==> config.mk <==
export PLATFORM = sky130hd
export DESIGN_NAME = edge_capture_unit
export DESIGN_NICKNAME = d
export VERILOG_FILES = /design/src/rtl/ecap_pkg.sv /design/src/rtl/ecap_edge_detect.sv /design/src/rtl/ecap_datapath.sv /design/src/rtl/ecap_fsm.sv /design/src/rtl/edge_capture_unit.sv
export SDC_FILE = /design/constraint.sdc
export NUM_CORES = 1
export LEC_CHECK = 0
export ABC_AREA = 1
export ABC_CLOCK_PERIOD_IN_PS = 5700
export CORE_ASPECT_RATIO = 0.5
export CORE_MARGIN = 1.5
export CORE_UTILIZATION = 40
export DETAILED_ROUTE_END_ITERATION = 6
export PLACE_DENSITY = 0.65
export REMOVE_ABC_BUFFERS = 1
export SETUP_SLACK_MARGIN = 0.5
export SYNTH_ARGS = -nofsm -noshare
export SYNTH_HDL_FRONTEND = slang
export SYNTH_SLANG_ARGS = --single-unit
export TNS_END_PERCENT = 30
==> constraint.sdc <==
create_clock -name clk -period 5.7 [get_ports clk]
set_input_delay 0.855 -clock clk [delete_from_list [all_inputs] [get_ports clk]]
set_output_delay 0.855 -clock clk [all_outputs]
set_load 0.05 [all_outputs]
==> src/rtl/ecap_pkg.sv <==
`timescale 1ns/1ps
package ecap_pkg;

    typedef enum logic [1:0] {
        ST_OFF   = 2'd0,
        ST_COUNT = 2'd1,
        ST_TIME  = 2'd2,
        ST_HALT  = 2'd3
    } ecap_state_e;

    localparam logic [1:0] EDGE_RISE = 2'd0;
    localparam logic [1:0] EDGE_FALL = 2'd1;
    localparam logic [1:0] EDGE_NONE = 2'd2;
    localparam logic [1:0] EDGE_BOTH = 2'd3;

endpackage

==> src/rtl/ecap_edge_detect.sv <==
`timescale 1ns/1ps
module ecap_edge_detect #(
    parameter int SYNC_STAGES = 2
) (
    input  logic       clk,
    input  logic       rst_n,
    input  logic       pin_i,
    input  logic [1:0] edge_sel_i,
    output logic       qual_o
);
    import ecap_pkg::*;

    logic [SYNC_STAGES-1:0] sync_q;
    logic                   prev_q;
    logic                   lvl;
    logic                   rise;
    logic                   fall;

    // Synchronizer chain followed by a one-cycle history flop.
    always_ff @(posedge clk or negedge rst_n) begin
        if (!rst_n) begin
            sync_q <= '0;
            prev_q <= 1'b0;
        end else begin
            sync_q <= {sync_q[SYNC_STAGES-2:0], pin_i};
            prev_q <= sync_q[SYNC_STAGES-1];
        end
    end

    assign lvl  = sync_q[SYNC_STAGES-1];
    assign rise = lvl & ~prev_q;
    assign fall = ~lvl & prev_q;

    always_comb begin
        unique case (edge_sel_i)
            EDGE_RISE: qual_o = rise;
            EDGE_FALL: qual_o = fall;
            EDGE_BOTH: qual_o = rise | fall;
            default:   qual_o = 1'b0;
        endcase
    end

endmodule

==> src/rtl/ecap_datapath.sv <==
`timescale 1ns/1ps
module ecap_datapath #(
    parameter int LOW_W = 16,
    parameter int PRE_W = 8
) (
    input  logic                   clk,
    input  logic                   rst_n,
    input  logic                   load_i,
    input  logic                   clear_i,
    input  logic                   dec_i,
    input  logic                   latch_i,
    input  logic [LOW_W-1:0]       load_val_i,
    input  logic [PRE_W-1:0]       load_pre_i,
    input  logic [LOW_W-1:0]       match_val_i,
    input  logic [PRE_W-1:0]       match_pre_i,
    output logic                   hit_o,
    output logic [LOW_W+PRE_W-1:0] val_o
);
    localparam int CNT_W = LOW_W + PRE_W;

    logic [CNT_W-1:0] free_q;
    logic [CNT_W-1:0] val_q;
    logic [CNT_W-1:0] val_dec;

    assign val_dec = val_q - CNT_W'(1);

    // Free-running timebase, active from reset release.
    always_ff @(posedge clk or negedge rst_n) begin
        if (!rst_n) free_q <= '0;
        else        free_q <= free_q + CNT_W'(1);
    end

    // Shared result register: count in one mode, timestamp in the other.
    always_ff @(posedge clk or negedge rst_n) begin
        if (!rst_n)       val_q <= '0;
        else if (clear_i) val_q <= '0;
        else if (load_i)  val_q <= {load_pre_i, load_val_i};
        else if (dec_i)   val_q <= val_dec;
        else if (latch_i) val_q <= free_q;
    end

    assign hit_o = (val_dec == {match_pre_i, match_val_i});
    assign val_o = val_q;

    // a latch strobe copies the timebase as it stood before the edge.
    assert_time_copy_R6: assert property (@(posedge clk) disable iff (!rst_n)
        latch_i && !clear_i && !load_i && !dec_i |=> val_q == $past(free_q));

endmodule

==> src/rtl/ecap_fsm.sv <==
`timescale 1ns/1ps
module ecap_fsm (
    input  logic                 clk,
    input  logic                 rst_n,
    input  logic                 enable_i,
    input  logic                 time_mode_i,
    input  logic                 qual_i,
    input  logic                 hit_i,
    output ecap_pkg::ecap_state_e state_o,
    output logic                 load_o,
    output logic                 clear_o,
    output logic                 dec_o,
    output logic                 latch_o,
    output logic                 evt_o,
    output logic                 match_o
);
    import ecap_pkg::*;

    ecap_state_e state_q;
    ecap_state_e state_d;

    // State register.
    always_ff @(posedge clk or negedge rst_n) begin
        if (!rst_n) state_q <= ST_OFF;
        else        state_q <= state_d;
    end

    // Transitions: arm-count, arm-time, hit, disarm.
    always_comb begin
        state_d = state_q;
        unique case (state_q)
            ST_OFF:   if (enable_i) state_d = time_mode_i ? ST_TIME : ST_COUNT;
            ST_COUNT: if (!enable_i) state_d = ST_OFF;
                      else if (qual_i && hit_i) state_d = ST_HALT;
            ST_TIME:  if (!enable_i) state_d = ST_OFF;
            ST_HALT:  if (!enable_i) state_d = ST_OFF;
            default:  state_d = ST_OFF;
        endcase
    end

    // Datapath strobes.
    always_comb begin
        load_o  = (state_q == ST_OFF)   && enable_i && !time_mode_i;
        clear_o = (state_q == ST_OFF)   && enable_i &&  time_mode_i;
        dec_o   = (state_q == ST_COUNT) && enable_i && qual_i;
        latch_o = (state_q == ST_TIME)  && enable_i && qual_i;
    end

    // Registered one-cycle status strobes.
    always_ff @(posedge clk or negedge rst_n) begin
        if (!rst_n) begin
            evt_o   <= 1'b0;
            match_o <= 1'b0;
        end else begin
            evt_o   <= latch_o;
            match_o <= dec_o && hit_i;
        end
    end

    assign state_o = state_q;

    assert_evt_from_time_R9: assert property (@(posedge clk) disable iff (!rst_n)
        evt_o |-> $past(state_q == ST_TIME));
    assert_match_from_count_R9: assert property (@(posedge clk) disable iff (!rst_n)
        match_o |-> $past(state_q == ST_COUNT));
    assert_match_halts_R5: assert property (@(posedge clk) disable iff (!rst_n)
        match_o && $past(enable_i) |-> state_q == ST_HALT);

endmodule

==> src/rtl/edge_capture_unit.sv <==
`timescale 1ns/1ps
module edge_capture_unit #(
    parameter int SYNC_STAGES = 2,
    parameter int LOW_W       = 16,
    parameter int PRE_W       = 8,
    parameter int OUT_W       = 32
) (
    input  logic             clk,
    input  logic             rst_n,
    input  logic             enable_i,
    input  logic             time_mode_i,
    input  logic [1:0]       edge_sel_i,
    input  logic [LOW_W-1:0] load_val_i,
    input  logic [PRE_W-1:0] load_pre_i,
    input  logic [LOW_W-1:0] match_val_i,
    input  logic [PRE_W-1:0] match_pre_i,
    input  logic             pin_i,
    output logic             evt_o,
    output logic             match_o,
    output logic [OUT_W-1:0] value_o
);
    import ecap_pkg::*;

    localparam int CNT_W = LOW_W + PRE_W;

    logic             qual;
    logic             hit;
    logic             load_s;
    logic             clear_s;
    logic             dec_s;
    logic             latch_s;
    logic [CNT_W-1:0] cnt_val;
    ecap_state_e      state;

    ecap_edge_detect #(.SYNC_STAGES(SYNC_STAGES)) u_edge (
        .clk        (clk),
        .rst_n      (rst_n),
        .pin_i      (pin_i),
        .edge_sel_i (edge_sel_i),
        .qual_o     (qual)
    );

    ecap_fsm u_fsm (
        .clk         (clk),
        .rst_n       (rst_n),
        .enable_i    (enable_i),
        .time_mode_i (time_mode_i),
        .qual_i      (qual),
        .hit_i       (hit),
        .state_o     (state),
        .load_o      (load_s),
        .clear_o     (clear_s),
        .dec_o       (dec_s),
        .latch_o     (latch_s),
        .evt_o       (evt_o),
        .match_o     (match_o)
    );

    ecap_datapath #(.LOW_W(LOW_W), .PRE_W(PRE_W)) u_dp (
        .clk         (clk),
        .rst_n       (rst_n),
        .load_i      (load_s),
        .clear_i     (clear_s),
        .dec_i       (dec_s),
        .latch_i     (latch_s),
        .load_val_i  (load_val_i),
        .load_pre_i  (load_pre_i),
        .match_val_i (match_val_i),
        .match_pre_i (match_pre_i),
        .hit_o       (hit),
        .val_o       (cnt_val)
    );

    assign value_o = OUT_W'(cnt_val);

    assert_off_quiet_R7: assert property (@(posedge clk) disable iff (!rst_n)
        !enable_i |=> !evt_o && !match_o && $stable(cnt_val));
    assert_reserved_none_R3: assert property (@(posedge clk) disable iff (!rst_n)
        edge_sel_i == EDGE_NONE |=> !evt_o && !match_o);
    assert_count_step_R4: assert property (@(posedge clk) disable iff (!rst_n)
        state == ST_COUNT && enable_i && qual |=> cnt_val == CNT_W'($past(cnt_val) - CNT_W'(1)));
    assert_halt_hold_R5: assert property (@(posedge clk) disable iff (!rst_n)
        state == ST_HALT |=> $stable(cnt_val));
    assert_match_value_R5: assert property (@(posedge clk) disable iff (!rst_n)
        match_o |-> cnt_val == $past({match_pre_i, match_val_i}));

endmodule

# Word-level counts from Yosys, hierarchy flattened
# Cells that the tools add are included.
[classes] addsub=2 n_eq_ne=9 n_mux=11 bitwise_logic=5 reduce_logical=15
[op_table] operator="$mux W24" count=4
[op_table] operator="$add A24 B1 Y24 const B" count=1
[op_table] operator="$eq A24 B24 Y1" count=1
[op_table] operator="$sub A24 B1 Y24 const B" count=1
[op_table] operator="$mux W2" count=5
[op_table] operator="$logic_and A1 B1 Y1" count=9
[op_table] operator="$eq A2 B2 Y1 const B" count=3
[op_table] operator="$pmux W2 S3" count=1
[op_table] operator="$eq A2 B1 Y1 const B" count=2
[op_table] operator="$logic_not A2 Y1" count=2
[op_table] operator="$ne A2 B2 Y1 const B" count=2
[op_table] operator="$reduce_bool A4 Y1" count=1
[op_table] operator="$ne A3 B2 Y1 const B" count=1
[op_table] operator="$pmux W1 S3" count=1
[op_table] operator="$reduce_and A3 Y1" count=1
[op_table] operator="$and A1 B1 Y1" count=2
[op_table] operator="$not A1 Y1" count=2
[op_table] operator="$reduce_or A2 Y1" count=1
[op_table] operator="$logic_not A1 Y1" count=1
[op_table] operator="$or A1 B1 Y1" count=1
[word_totals] reg_bits=55

# Longest topological paths before layout
# Gate-level depths: netlist of run 1.
[depth] depth_word=9 ltp_mapped=19

# Modules after synthesis
# A second synthesis of run 1 with hierarchy kept.
[hier_totals] hier_cells=553 hier_area_um2=3952.5
[by_module_without_submodules] module="ecap_datapath" instances=1 cells_each=501 area_each_um2=3542.1
[by_module_without_submodules] module="ecap_fsm" instances=1 cells_each=29 area_each_um2=209.0
[by_module_without_submodules] module="ecap_edge_detect" instances=1 cells_each=14 area_each_um2=137.6
[by_module_without_submodules] module="edge_capture_unit" instances=1 cells_each=9 area_each_um2=63.8

# Least setup slack after synthesis of run 1
# No wires, ideal clock.
[synth_timing] kind="reg-to-reg" start="register u_dp.val_q[0], in the netlist u_dp.val_o[0]" end="register u_fsm.state_q[0], in the netlist u_fsm.state_o[0]" arrival_ps=2276 required_time_ps=5583 path_slack_ps=3307 path_stages_with_launch=19 n_path_buf=1 path_cell_list="dfrtp_1 inv_1 ha_1 nand2_2 nor2_4 buf_6 nand3_1 nand2_1 nand2_1 nand2_1 nand2_1 nor2_1 nand2_1 nor2_1 nand3_1 nand2_1 nand3_1 nand2_1 nand2_1"
[synth_between] elab_chain_len=5
[synth_rtl] item="start: declaration" line_no="ecap_datapath.sv:22" source="logic [CNT_W-1:0] val_q;"
[synth_rtl] item="start signal: assignment" line_no="ecap_datapath.sv:37" source="else if (load_i) val_q <= {load_pre_i, load_val_i};"
[synth_rtl] item="start signal: assignment" line_no="ecap_datapath.sv:38" source="else if (dec_i) val_q <= val_dec;"
[synth_rtl] item="start signal: assignment" line_no="ecap_datapath.sv:39" source="else if (latch_i) val_q <= free_q;"
[synth_rtl] item="$sub A24 B1 Y24" line_no="ecap_datapath.sv:25" source="assign val_dec = val_q - CNT_W'(1);"
[synth_rtl] item="$eq A24 B24 Y1" line_no="ecap_datapath.sv:42" source="assign hit_o = (val_dec == {match_pre_i, match_val_i});"
[synth_rtl] item="$logic_and A1 B1 Y1" line_no="ecap_fsm.sv:34" source="else if (qual_i && hit_i) state_d = ST_HALT;"
[synth_rtl] item="$ne A3 B2 Y1 (no source line)"
[synth_rtl] item="$reduce_and A3 Y1 (no source line)"
[synth_rtl] item="end signal: assignment" line_no="ecap_fsm.sv:25" source="else state_q <= state_d;"
[synth_rtl] item="end: declaration" line_no="ecap_fsm.sv:19" source="ecap_state_e state_q;"
# Every way passes these cells.
# A chain may end at the register's enable or synchronous reset.

# Worst setup path after layout of run 1
[layout_timing] start="input enable_i" end="register u_dp.val_q[16], in the netlist u_dp.val_o[16]"
[layout_between] elab_chain_len=5
[layout_rtl] item="start: declaration" line_no="edge_capture_unit.sv:10" source="input logic enable_i,"
[layout_rtl] item="$logic_and A1 B1 Y1 (2 in a row)" line_no="ecap_fsm.sv:45" source="dec_o = (state_q == ST_COUNT) && enable_i && qual_i;"
[layout_rtl] item="$mux W24" line_no="ecap_datapath.sv:38"
[layout_rtl] item="$mux W24" line_no="ecap_datapath.sv:37"
[layout_rtl] item="$mux W24" line_no="ecap_datapath.sv:36" source="else if (clear_i) val_q <= '0;"
# Several ways; a longest one is shown, not always the timed one.

==> results.toml, run 1 <==
[logic_synthesis]
ys_seq_elements = 55
netlist-cell-type-count = 36
netlist_area_um2 = 4146
synth.top_cell.area_share_pct = 33.19
synth_top_area_cell = "dfrtp_1"
syn_area_per_cell_um2 = 6.854
post_synth_inst_count = 605
ys_top_cells_by_area = "dfrtp_1 33%, nand2_1 14%, nand3_1 7.5%"
synth-seq-area-share_pct = 33.19
ys_warn_count = 0

[placement]
number_of_cells_in_the_design_after_placement = 813
detailedPlacementHpwl_um = 9297
portBuffers = 80
gp_congestion = 0.9345

[finish]
layout-drive-gt1-share_pct = 5.286
area_growth_pct = 25.41
layoutNonFillerInstCount = 821
antenna-diode-count = 0
fill_cells = 1029
design.final.nets = 739

[cts]
cts_setup_buffers = 0
cts_htree_levels = 2
cts.reportedPaths.clkPinSlew_ps = 80
cts_tree = "yes"
clk_latency_ps = 300
clock_tree.root_cell = "clkbuf_16"
buffer_levels_on_the_longest_clock_path = 2
cts_hold_buffers = 0
cts_made_buffers = 5
post_cts.resized_instances = 0
cts.sink_count = 55

[sta]
worst_pin_slew_ps = 1203
finalCriticalPeriod_ps = 3274
timing.final.setup_violations = 0
maxClockFrequency_mhz = 305.5
relSlewSlack_pct = 19.59
finalMaxSlewViolations = 0
timing_hold_violations_final = 0
fin_crit_sh_pct = 57.43
clock_skew_ps = 12.79
final.setup.tns_ps = 0
rsz_0062_raised_after_global_routing = "no"
hold_slack_ps = 348.9

[power_and_ir_drop]
power_density_nw_per_um2 = 505.4
power_leakage_nw = 2.413
vdd_drop_max_mv = 0.3052

[worst_setup_path]
worst-path-buf-inv = 5
timing.critical_path.required_ps = 5920
list_of_cells_traversed_by_the_critical_path = "clkdlybuf4s50_1 -> inv_1 -> nor3_1 -> inv_1 -> nor2_1 -> buf_4 -> nor2_1 -> nand2_1 -> buf_4 -> o2111ai_1 -> o21ai_0"
cp_slowest_cell = "nand2_1"
critical_path_s_largest_stage_delay_ps = 730
critPathLaunchType = "primary input"
worstSetupEndpointType = "flop"
cp_data_arrival_time_ps = 3500
critical_path_peak_fanout = 33
critical_path.top_delay_family = "buffers and inverters"
setup.worst_path.class = "primary input to flop"

[routing]
detail_route.wirelength_um = 12210
vias_per_cell = 5.233
initialDrtViolationCount = 265
pre_repair_dr_iteration_count = 7
detailroute.via_count = 4296
antenna_violating_nets_post_route = 0
drt-wirelength-per-cell_um = 14.88
drt_drc_violations_left = 0

[grt]
global_route_usage_over_all_layers_pct = 22.75
first_global_vias = 3819
grt_start_max_net_pins = 56
grt_overflow = 0
antenna_found_initial = 0
first_pass_grt_wire_length_um = 19520

[outcome]
run_status = "complete, no violations"

[floorplan]
num_io_pins = 89
placementRows = 26
die_x_um = 147.0
die-area_um2 = 11020
floorplan.initialDensity_pct = 40.85
core_region_area_um2 = 10150
die_height_um = 75.00

[job]
cap_violations = 0

[min_path]
hold_path.class = "flop to flop"
==> worst reg2reg max path, delay by kind of cell (launching register included) <==
family	cells	cell delay [ps]
AND/OR/NAND/NOR	5	1140
buffers and inverters	4	670
flip-flops	1	350
AO/OA/AOI/OAI	3	340
adder cells (fa/ha/maj)	1	280
==> final cells by class <==
cell class                 instances  area (um2)  share of cell area, %
sequential                        55        1376                  26.47
clock buffer                       6       138.9                  2.671
tap                              140       175.2                  3.369
clock inverter                     2       16.27                 0.3128
inverter                          77       289.0                  5.558
timing repair buffer              85       833.3                  16.03
multi-input combinational        456        2371                  45.60
==> layout by cell type, fill, tap and decap left out, types with 9 or more instances in the layout <==
cell | netlist | final
nand4_1 | 15 | 15
o2111ai_1 | 23 | 23
inv_1 | 76 | 76
a21oi_1 | 20 | 20
xor2_1 | 13 | 13
nand3_1 | 62 | 62
dfrtp_1 | 55 | 55
nor2_1 | 53 | 53
clkdlybuf4s50_1 | 0 | 79
nand2_1 | 154 | 154
xnor2_1 | 9 | 9
o21ai_0 | 44 | 44
==> registers in the layout (all words and copies together), names as in the netlist <==
signal / cells
u_dp.val_o: 24
u_edge.sync_q: 2
u_fsm.state_o: 2
u_edge.prev_q: 1
u_dp.free_q: 24
u_fsm.match_o: 1
u_fsm.evt_o: 1
==> report_power, final <==
| group | total, mW | leakage, nW | switching (mW) | internal, mW |
|---|---|---|---|---|
| clock | 0.333 | 0.0731 | 0.156 | 0.176 |
| combinational | 1.68 | 1.61 | 1.18 | 0.504 |
| sequential | 0.613 | 0.727 | 0.136 | 0.477 |
==> routing by layer <==
layer	part of all wire, %	wire (um)	vias up	global-route usage (%)
li1	-	-	2149	-
met1	49	5956	1993	33.15
met2	44	5316	148	36.58
met3	7.1	871	6	3.636
met4	0.56	68	0	3.667
met5	0	0	-	0
==> worst paths after layout <==
kind	slack, ps	depth (start not counted)	end	from
max	2430	11	u_dp.val_o[16]	enable_i
min	350	0	u_edge.sync_q[1]	u_edge.sync_q[0]
max reg2reg	2850	13	u_dp.val_o[16]	u_edge.prev_q
min reg2reg	350	0	u_edge.sync_q[1]	u_edge.sync_q[0]
max in group asynchronous	4500	2	u_dp.free_q[10]	rst_n
min in group asynchronous	680	2	u_dp.free_q[15]	rst_n
==> synth_stat cells (all sizes together) <==
library cell / n
nand3b: 8
nand2: 157
and2: 2
nor3: 9
and3: 1
xor2: 13
o211ai: 6
inv: 77
conb: 1
o2111ai: 23
nor3b: 2
buf: 16
dfrtp: 55
or2: 1
ha: 4
clkbuf: 8
nand4: 15
xnor2: 9
o21bai: 1
o21ai: 45
o31ai: 1
nand3: 64
a21oi: 20
nor2: 66
o2111a: 1
==> cell families (layout without fill, tap and decap cells) <==
logic type | after synthesis | count (layout) | share of synthesized area (%)
xor gates and xnor gates | 22 | 22 | 4.647
DFF | 55 | 55 | 33.19
and+or+nand+nor | 325 | 325 | 36.18
buffers and inverters | 101 | 170 | 10.26
other | 1 | 8 | 0.09044
adders and majority gates | 4 | 4 | 1.207
AOI/OAI and AO/OA | 97 | 97 | 14.42
==> metrics by stage <==
stage               utilization [%]  total power [mW]  instance area [um2]  setup WS [ps]
floorplan                         -             1.764                 4036           2883
global placement              49.70             2.262                 5045           2181
detailed placement            49.70             2.273                 5045           2141
CTS                           51.23             2.615                 5200           2432
global route                  51.23             2.821                 5200           2116
finish                        51.23             2.628                 5200           2426
Note: power is estimated with default switching activity, not from simulation.
==> run 2: changes to the inputs <==
--- a/config.mk
+++ b/config.mk
@@ -6,7 +6,7 @@
 export NUM_CORES = 1
 export LEC_CHECK = 0
 export ABC_AREA = 1
-export ABC_CLOCK_PERIOD_IN_PS = 5700
+export ABC_CLOCK_PERIOD_IN_PS = 3200
 export CORE_ASPECT_RATIO = 0.5
 export CORE_MARGIN = 1.5
 export CORE_UTILIZATION = 40
==> constraint.sdc (replaced) <==
create_clock -name clk -period 3.2 [get_ports clk]
set_input_delay 0.48 -clock clk [delete_from_list [all_inputs] [get_ports clk]]
set_output_delay 0.48 -clock clk [all_outputs]
set_load 0.05 [all_outputs]
==> run 2 against run 1 <==
Critical path depth fell by 1. Routed wire length rose by 2.0%. Sequential power rose by 79%. Clock skew fell by 5.4 ps. Hold slack improved by 9.1 ps. Register-to-register slack got worse by 2100 ps. Critical path type unchanged.
==> results.toml, run 2 (same netlist as run 1, synthesis figures left out) <==
[outcome]
run_status = "complete, no violations"

[routing]
pre_repair_dr_iteration_count = 6
met3WireLength_um = 792
drt_drc_violations_left = 0
top_signal_layer_used = "met4"
initialDrtViolationCount = 262
drt-wirelength-per-cell_um = 15.10
vias_per_cell = 5.235
antenna_violating_nets_post_route = 0
met2_wirelength_um = 5394
m1WireLength_um = 6093
detailroute.via_count = 4319
detail_route.wirelength_um = 12460

[sta]
relSlewSlack_pct = 22.09
timing.final.setup_violations = 0
worst_pin_slew_ps = 1167
timing_hold_violations_final = 0
finalMaxSlewViolations = 0
maxClockFrequency_mhz = 408.0
rsz_0062_raised_after_global_routing = "no"
fin_crit_sh_pct = 76.59
clock_skew_ps = 7.356
final.setup.tns_ps = 0
finalCriticalPeriod_ps = 2451
hold_slack_ps = 358.0

[worst_setup_path]
setup.worst_path.class = "primary input to flop"
critical_path.top_delay_family = "buffers and inverters"
timing.critical_path.required_ps = 3370
list_of_cells_traversed_by_the_critical_path = "clkdlybuf4s50_1 -> inv_1 -> nor3_1 -> inv_1 -> nor2_1 -> inv_2 -> a21oi_1 -> o21ai_0 -> o2111ai_1 -> o21ai_0"
critPathLaunchType = "primary input"
cp_slowest_cell = "clkdlybuf4s50_1"
cp_data_arrival_time_ps = 2620
critical_path_s_largest_stage_delay_ps = 520
worst-path-buf-inv = 4
critical_path_peak_fanout = 37
worstSetupEndpointType = "flop"

[grt]
first_global_vias = 3974
antenna_found_initial = 0
global_route_usage_over_all_layers_pct = 23.57
grt_overflow = 0
grt_start_max_net_pins = 45
first_pass_grt_wire_length_um = 20180

[floorplan]
placementRows = 26
die-area_um2 = 11020
die_height_um = 75.00
floorplan.initialDensity_pct = 40.85
core_region_area_um2 = 10150
die_x_um = 147.0
num_io_pins = 89

[cts]
cts.reportedPaths.clkPinSlew_ps = 70
cts_htree_levels = 2
clk_latency_ps = 300
cts.sink_count = 55
cts_made_buffers = 5
cts_tree = "yes"
buffer_levels_on_the_longest_clock_path = 2
clock_tree.root_cell = "clkbuf_16"
cts_hold_buffers = 0

[finish]
design.final.nets = 743
design_area_um2 = 5281
mostFrequentLayoutCell = "nand2_1"
most-common-layout-cells = "154 x nand2_1, 79 x clkdlybuf4s50_1, 75 x inv_1"
layout-drive-gt1-share_pct = 5.839
seq_area_um2 = 1376
area_growth_pct = 27.37
fill_cells = 1034
multi_input_area_um2 = 2376
antenna-diode-count = 0

[min_path]
hold_path.class = "primary input to async pin"

[power_and_ir_drop]
power_leakage_nw = 2.455
vdd_drop_max_mv = 0.5072
power_density_nw_per_um2 = 914.6

[placement]
portBuffers = 80
dpl-instance-area_um2 = 5060
gp_congestion = 0.9041
detailedPlacementHpwl_um = 9518

[job]
cap_violations = 0
## run 2: stage by stage
stage	utilization (%)	total power [mW]	worst slack, ps	std cells
6_report	52.03	4.830	749.2	825
5_1_grt	52.03	5.221	517.0	825
4_1_cts	51.71	4.788	561.5	823
3_5_place_dp	49.85	4.067	485.5	815
3_3_place_gp	49.85	4.040	597.1	815
2_1_floorplan	-	3.142	666.3	588
## run 2: worst register-to-register path, cell delays in order, from the launching register on
cell and delay (ps):
dfrtp_1 410, inv_2 150, ha_1 260, nand2_2 150
nor2_4 150, buf_12 140, nand3_1 110, nand2_1 100
nand2_1 50, nand2_1 140, nand2_1 70, nor2_1 80
nand2_1 60, nor2_1 80, nand3_1 80, nand2_1 100
nand3_1 70, nand2_1 60, nand2_1 50
## run 2: layer usage
metal / global-route usage, % / vias to the layer above
met2: 39.10 / 149
met5: 0 / -
met4: 4.444 / 0
met1: 33.33 / 1987
met3: 3.697 / 21
li1: - / 2162
## run 2: path summary, 6_finish.rpt
check / start / endpoint / slack (ps) / depth (start not counted)
min in group clk: u_edge.sync_q[0] / u_edge.sync_q[1] / 360 / 0
worst max-delay path: enable_i / u_dp.val_o[3] / 750 / 10
max in group asynchronous: rst_n / u_dp.val_o[6] / 2060 / 2
worst min register to register: u_edge.sync_q[0] / u_edge.sync_q[1] / 360 / 0
worst max register to register: u_dp.val_o[0] / u_fsm.state_o[0] / 780 / 18
worst min-delay path: rst_n / u_dp.free_q[16] / 360 / 1
## run 2: layout make-up
| class | count | area share, % |
|---|---|---|
| repair buffers | 89 | 16.58 |
| flip-flops and latches | 55 | 26.06 |
| well taps | 140 | 3.317 |
| clock inverters | 2 | 1.137 |
| inverters | 77 | 5.473 |
| multi-input cells | 456 | 44.99 |
| clock buffers | 6 | 2.440 |
## run 2: what timing repair did
item,CTS,global route
setup buffers,0,2
endpoints found under the setup margin,0,3
gates resized for setup,0,2
## run 2: where the power goes
group	internal, mW	switching (mW)
Sequential	0.849	0.250
Clock	0.450	0.265
Combinational	0.924	2.09
Total	2.22	2.61
==> run 3: changes to the inputs <==
--- a/config.mk
+++ b/config.mk
@@ -6,12 +6,12 @@
 export NUM_CORES = 1
 export LEC_CHECK = 0
 export ABC_AREA = 1
-export ABC_CLOCK_PERIOD_IN_PS = 3200
+export ABC_CLOCK_PERIOD_IN_PS = 2000
 export CORE_ASPECT_RATIO = 0.5
 export CORE_MARGIN = 1.5
 export CORE_UTILIZATION = 40
 export DETAILED_ROUTE_END_ITERATION = 6
-export PLACE_DENSITY = 0.65
+export PLACE_DENSITY = 0.68
 export REMOVE_ABC_BUFFERS = 1
 export SETUP_SLACK_MARGIN = 0.5
 export SYNTH_ARGS = -nofsm -noshare
==> constraint.sdc (replaced) <==
create_clock -name clk -period 2 [get_ports clk]
set_input_delay 0.3 -clock clk [delete_from_list [all_inputs] [get_ports clk]]
set_output_delay 0.3 -clock clk [all_outputs]
set_load 0.05 [all_outputs]
==> run 3 against run 2 <==
The run now ends with setup timing left. Clock skew hardly changed. Utilization is 12 points higher. Non-clock buffer count is 120 higher. Setup slack worse by 930 ps.
==> results.toml, run 3 (same netlist as run 1, synthesis figures left out) <==
[outcome]
run_status = "finished, violations left"
failed_checks = "setup timing"

[cts]
cts_made_buffers = 5
clk_latency_ps = 300
clock_tree.root_cell = "clkbuf_16"
buffer_levels_on_the_longest_clock_path = 2
cts_htree_levels = 2
cts_tree = "yes"
cts.reportedPaths.clkPinSlew_ps = 70
cts.sink_count = 55

[worst_setup_path]
timing.critical_path.required_ps = 2200
timing.reg2reg.worst_path_depth = 15
rr_endpoint = "u_fsm.state_o[0]"
worstSetupEndpointType = "flop"
setup.worst_path.class = "flop to flop"
critical_path_cell_count = 15
critical_path_peak_fanout = 6
reg2reg_from = "u_dp.val_o[3]"
critPathLaunchType = "flop"
cp_data_arrival_time_ps = 2380
worst-path-buf-inv = 2
list_of_cells_traversed_by_the_critical_path = "nor2_4 -> nand2_4 -> nor2_4 -> buf_12 -> buf_16 -> nand4_1 -> nand2_2 -> or2_4 -> nand3_2 -> nor2_1 -> nand3_1 -> nand2_2 -> nand3_2 -> nand2_1 -> nand2_1"
critical_path.top_delay_family = "simple AND/OR/NAND/NOR gates"
cp_slowest_cell = "dfrtp_2"
critical_path_s_largest_stage_delay_ps = 460
rrSetupSlack_ps = -180

[placement]
dpl-instance-area_um2 = 5813
gp_congestion = 0.9555
detailedPlacementHpwl_um = 10740
portBuffers = 80

[min_path]
worstHoldEndpoint = "u_edge.sync_q[1]"
min_from = "u_edge.sync_q[0]"
timing.hold.worst_path_depth = 0
hold_path.class = "flop to flop"

[finish]
design.final.nets = 864
most-common-layout-cells = "124 x nand2_1, 121 x buf_4, 72 x inv_1"
antenna-diode-count = 0
fin_util_pct = 64.10
design_area_um2 = 6506
mostFrequentLayoutCell = "nand2_1"
area_growth_pct = 56.91
layout-drive-gt1-share_pct = 32.51

[grt]
first_global_vias = 4732
grt_start_max_net_pins = 56
first_pass_grt_wire_length_um = 23600
antenna_found_initial = 1
grt_overflow = 0
global_route_usage_over_all_layers_pct = 27.73

[sta]
maxClockFrequency_mhz = 459.1
finalCriticalPeriod_ps = 2178
post-route-worst-setup-slack_ps = -178.2
finalMaxSlewViolations = 0
fin_crit_sh_pct = 108.9
timing_hold_violations_final = 0
timing.final.setup_violations = 23
rsz_0062_raised_after_global_routing = "yes"
clock_skew_ps = 7.494

[routing]
vias_per_cell = 5.261
detailroute.via_count = 4977
antenna_violating_nets_post_route = 0
initialDrtViolationCount = 355
detail_route.wirelength_um = 15070
drt_drc_violations_left = 0
pre_repair_dr_iteration_count = 5
drt-wirelength-per-cell_um = 15.93

[floorplan]
num_io_pins = 89
die_height_um = 75.00
floorplan.initialDensity_pct = 40.85
placementRows = 26
die_x_um = 147.0
die-area_um2 = 11020
core_region_area_um2 = 10150

[power_and_ir_drop]
combinational_fraction_of_design_power_pct = 73.2
power.switching_fraction_pct = 51.59
power_density_nw_per_um2 = 1508
power_leakage_nw = 3.137
internal-power_mw = 4.750
power_switching_mw = 5.061
p_clk_share_pct = 9.6
seqPwrFrac_pct = 17.2
vdd_drop_max_mv = 0.8560

[job]
cap_violations = 0
## run 3: changes by cell type in the layout (fill, tap and decap cells not counted), sizes merged
cell | previous run | this run
clkdlybuf4s50 | 79 | 53
clkbuf | 6 | 7
buf | 10 | 150
nor2 | 66 | 67
dlygate4sd3 | 0 | 1
bufinv | 2 | 0
dlygate4sd2 | 0 | 1
clkdlybuf4s15 | 0 | 3
clkinv | 0 | 1
clkinvlp | 0 | 1
## run 3: routing by layer
layer | vias up | global-route usage, % | routed length, um
li1 | 2410 | - | -
met1 | 2321 | 38.35 | 6629
met2 | 212 | 47.06 | 6988
met3 | 32 | 3.758 | 1172
met4 | 2 | 6.667 | 267
met5 | - | 0 | 12
## run 3: power groups by stage
stage	Clock (mW)	Combinational [mW]	Sequential, mW
global route	1.00	7.70	1.72
global placement	0	6.00	1.66
detailed placement	0	6.06	1.66
CTS	0.957	6.75	1.68
floorplan	0	2.57	2.46
finish	0.939	7.18	1.69
## run 3: metrics by stage
stage | instances | hold WS (ps) | TNS [ps] | setup WS (ps) | total power, mW
after detailed placement | 913 | 321.9 | -5881 | -265.7 | 7.722
final | 946 | 359.1 | -779.6 | -178.2 | 9.811
after global routing | 946 | 371.0 | -5559 | -344.3 | 10.42
after global placement | 913 | 323.1 | -5070 | -244.2 | 7.659
after floorplan | 588 | 4.409 | -13640 | -533.7 | 5.027
after CTS | 942 | 361.1 | -259.5 | -112.9 | 9.381
## run 3: layout make-up
class,count,area [um2]
Clock buffer,6,138.9
Clock inverter,2,16.27
Fill cell,909,3643
Inverter,77,289.0
Multi-Input combinational cell,457,2715
Sequential cell,55,1384
Tap cell,140,175.2
Timing Repair Buffer,209,1788
## run 3: worst max path at each step
stage,startpoint,end
floorplan,u_edge.prev_q,u_dp.val_o[0]
global placement,edge_sel_i[1],u_dp.val_o[0]
detailed placement,edge_sel_i[1],u_dp.val_o[6]
CTS,u_dp.val_o[1],u_fsm.state_o[0]
global route,u_dp.val_o[1],u_fsm.state_o[0]
finish,u_dp.val_o[3],u_fsm.state_o[0]
## run 3: what timing repair did
action                                  in CTS  in global routing
gates resized for setup                    145                 55
setup buffers                               15                  4
endpoints found under the hold margin       17                  0
hold buffers                                 1                  0
cloned                                       5                  0
pin swaps                                   28                 32
endpoints found under the setup margin      64                 49
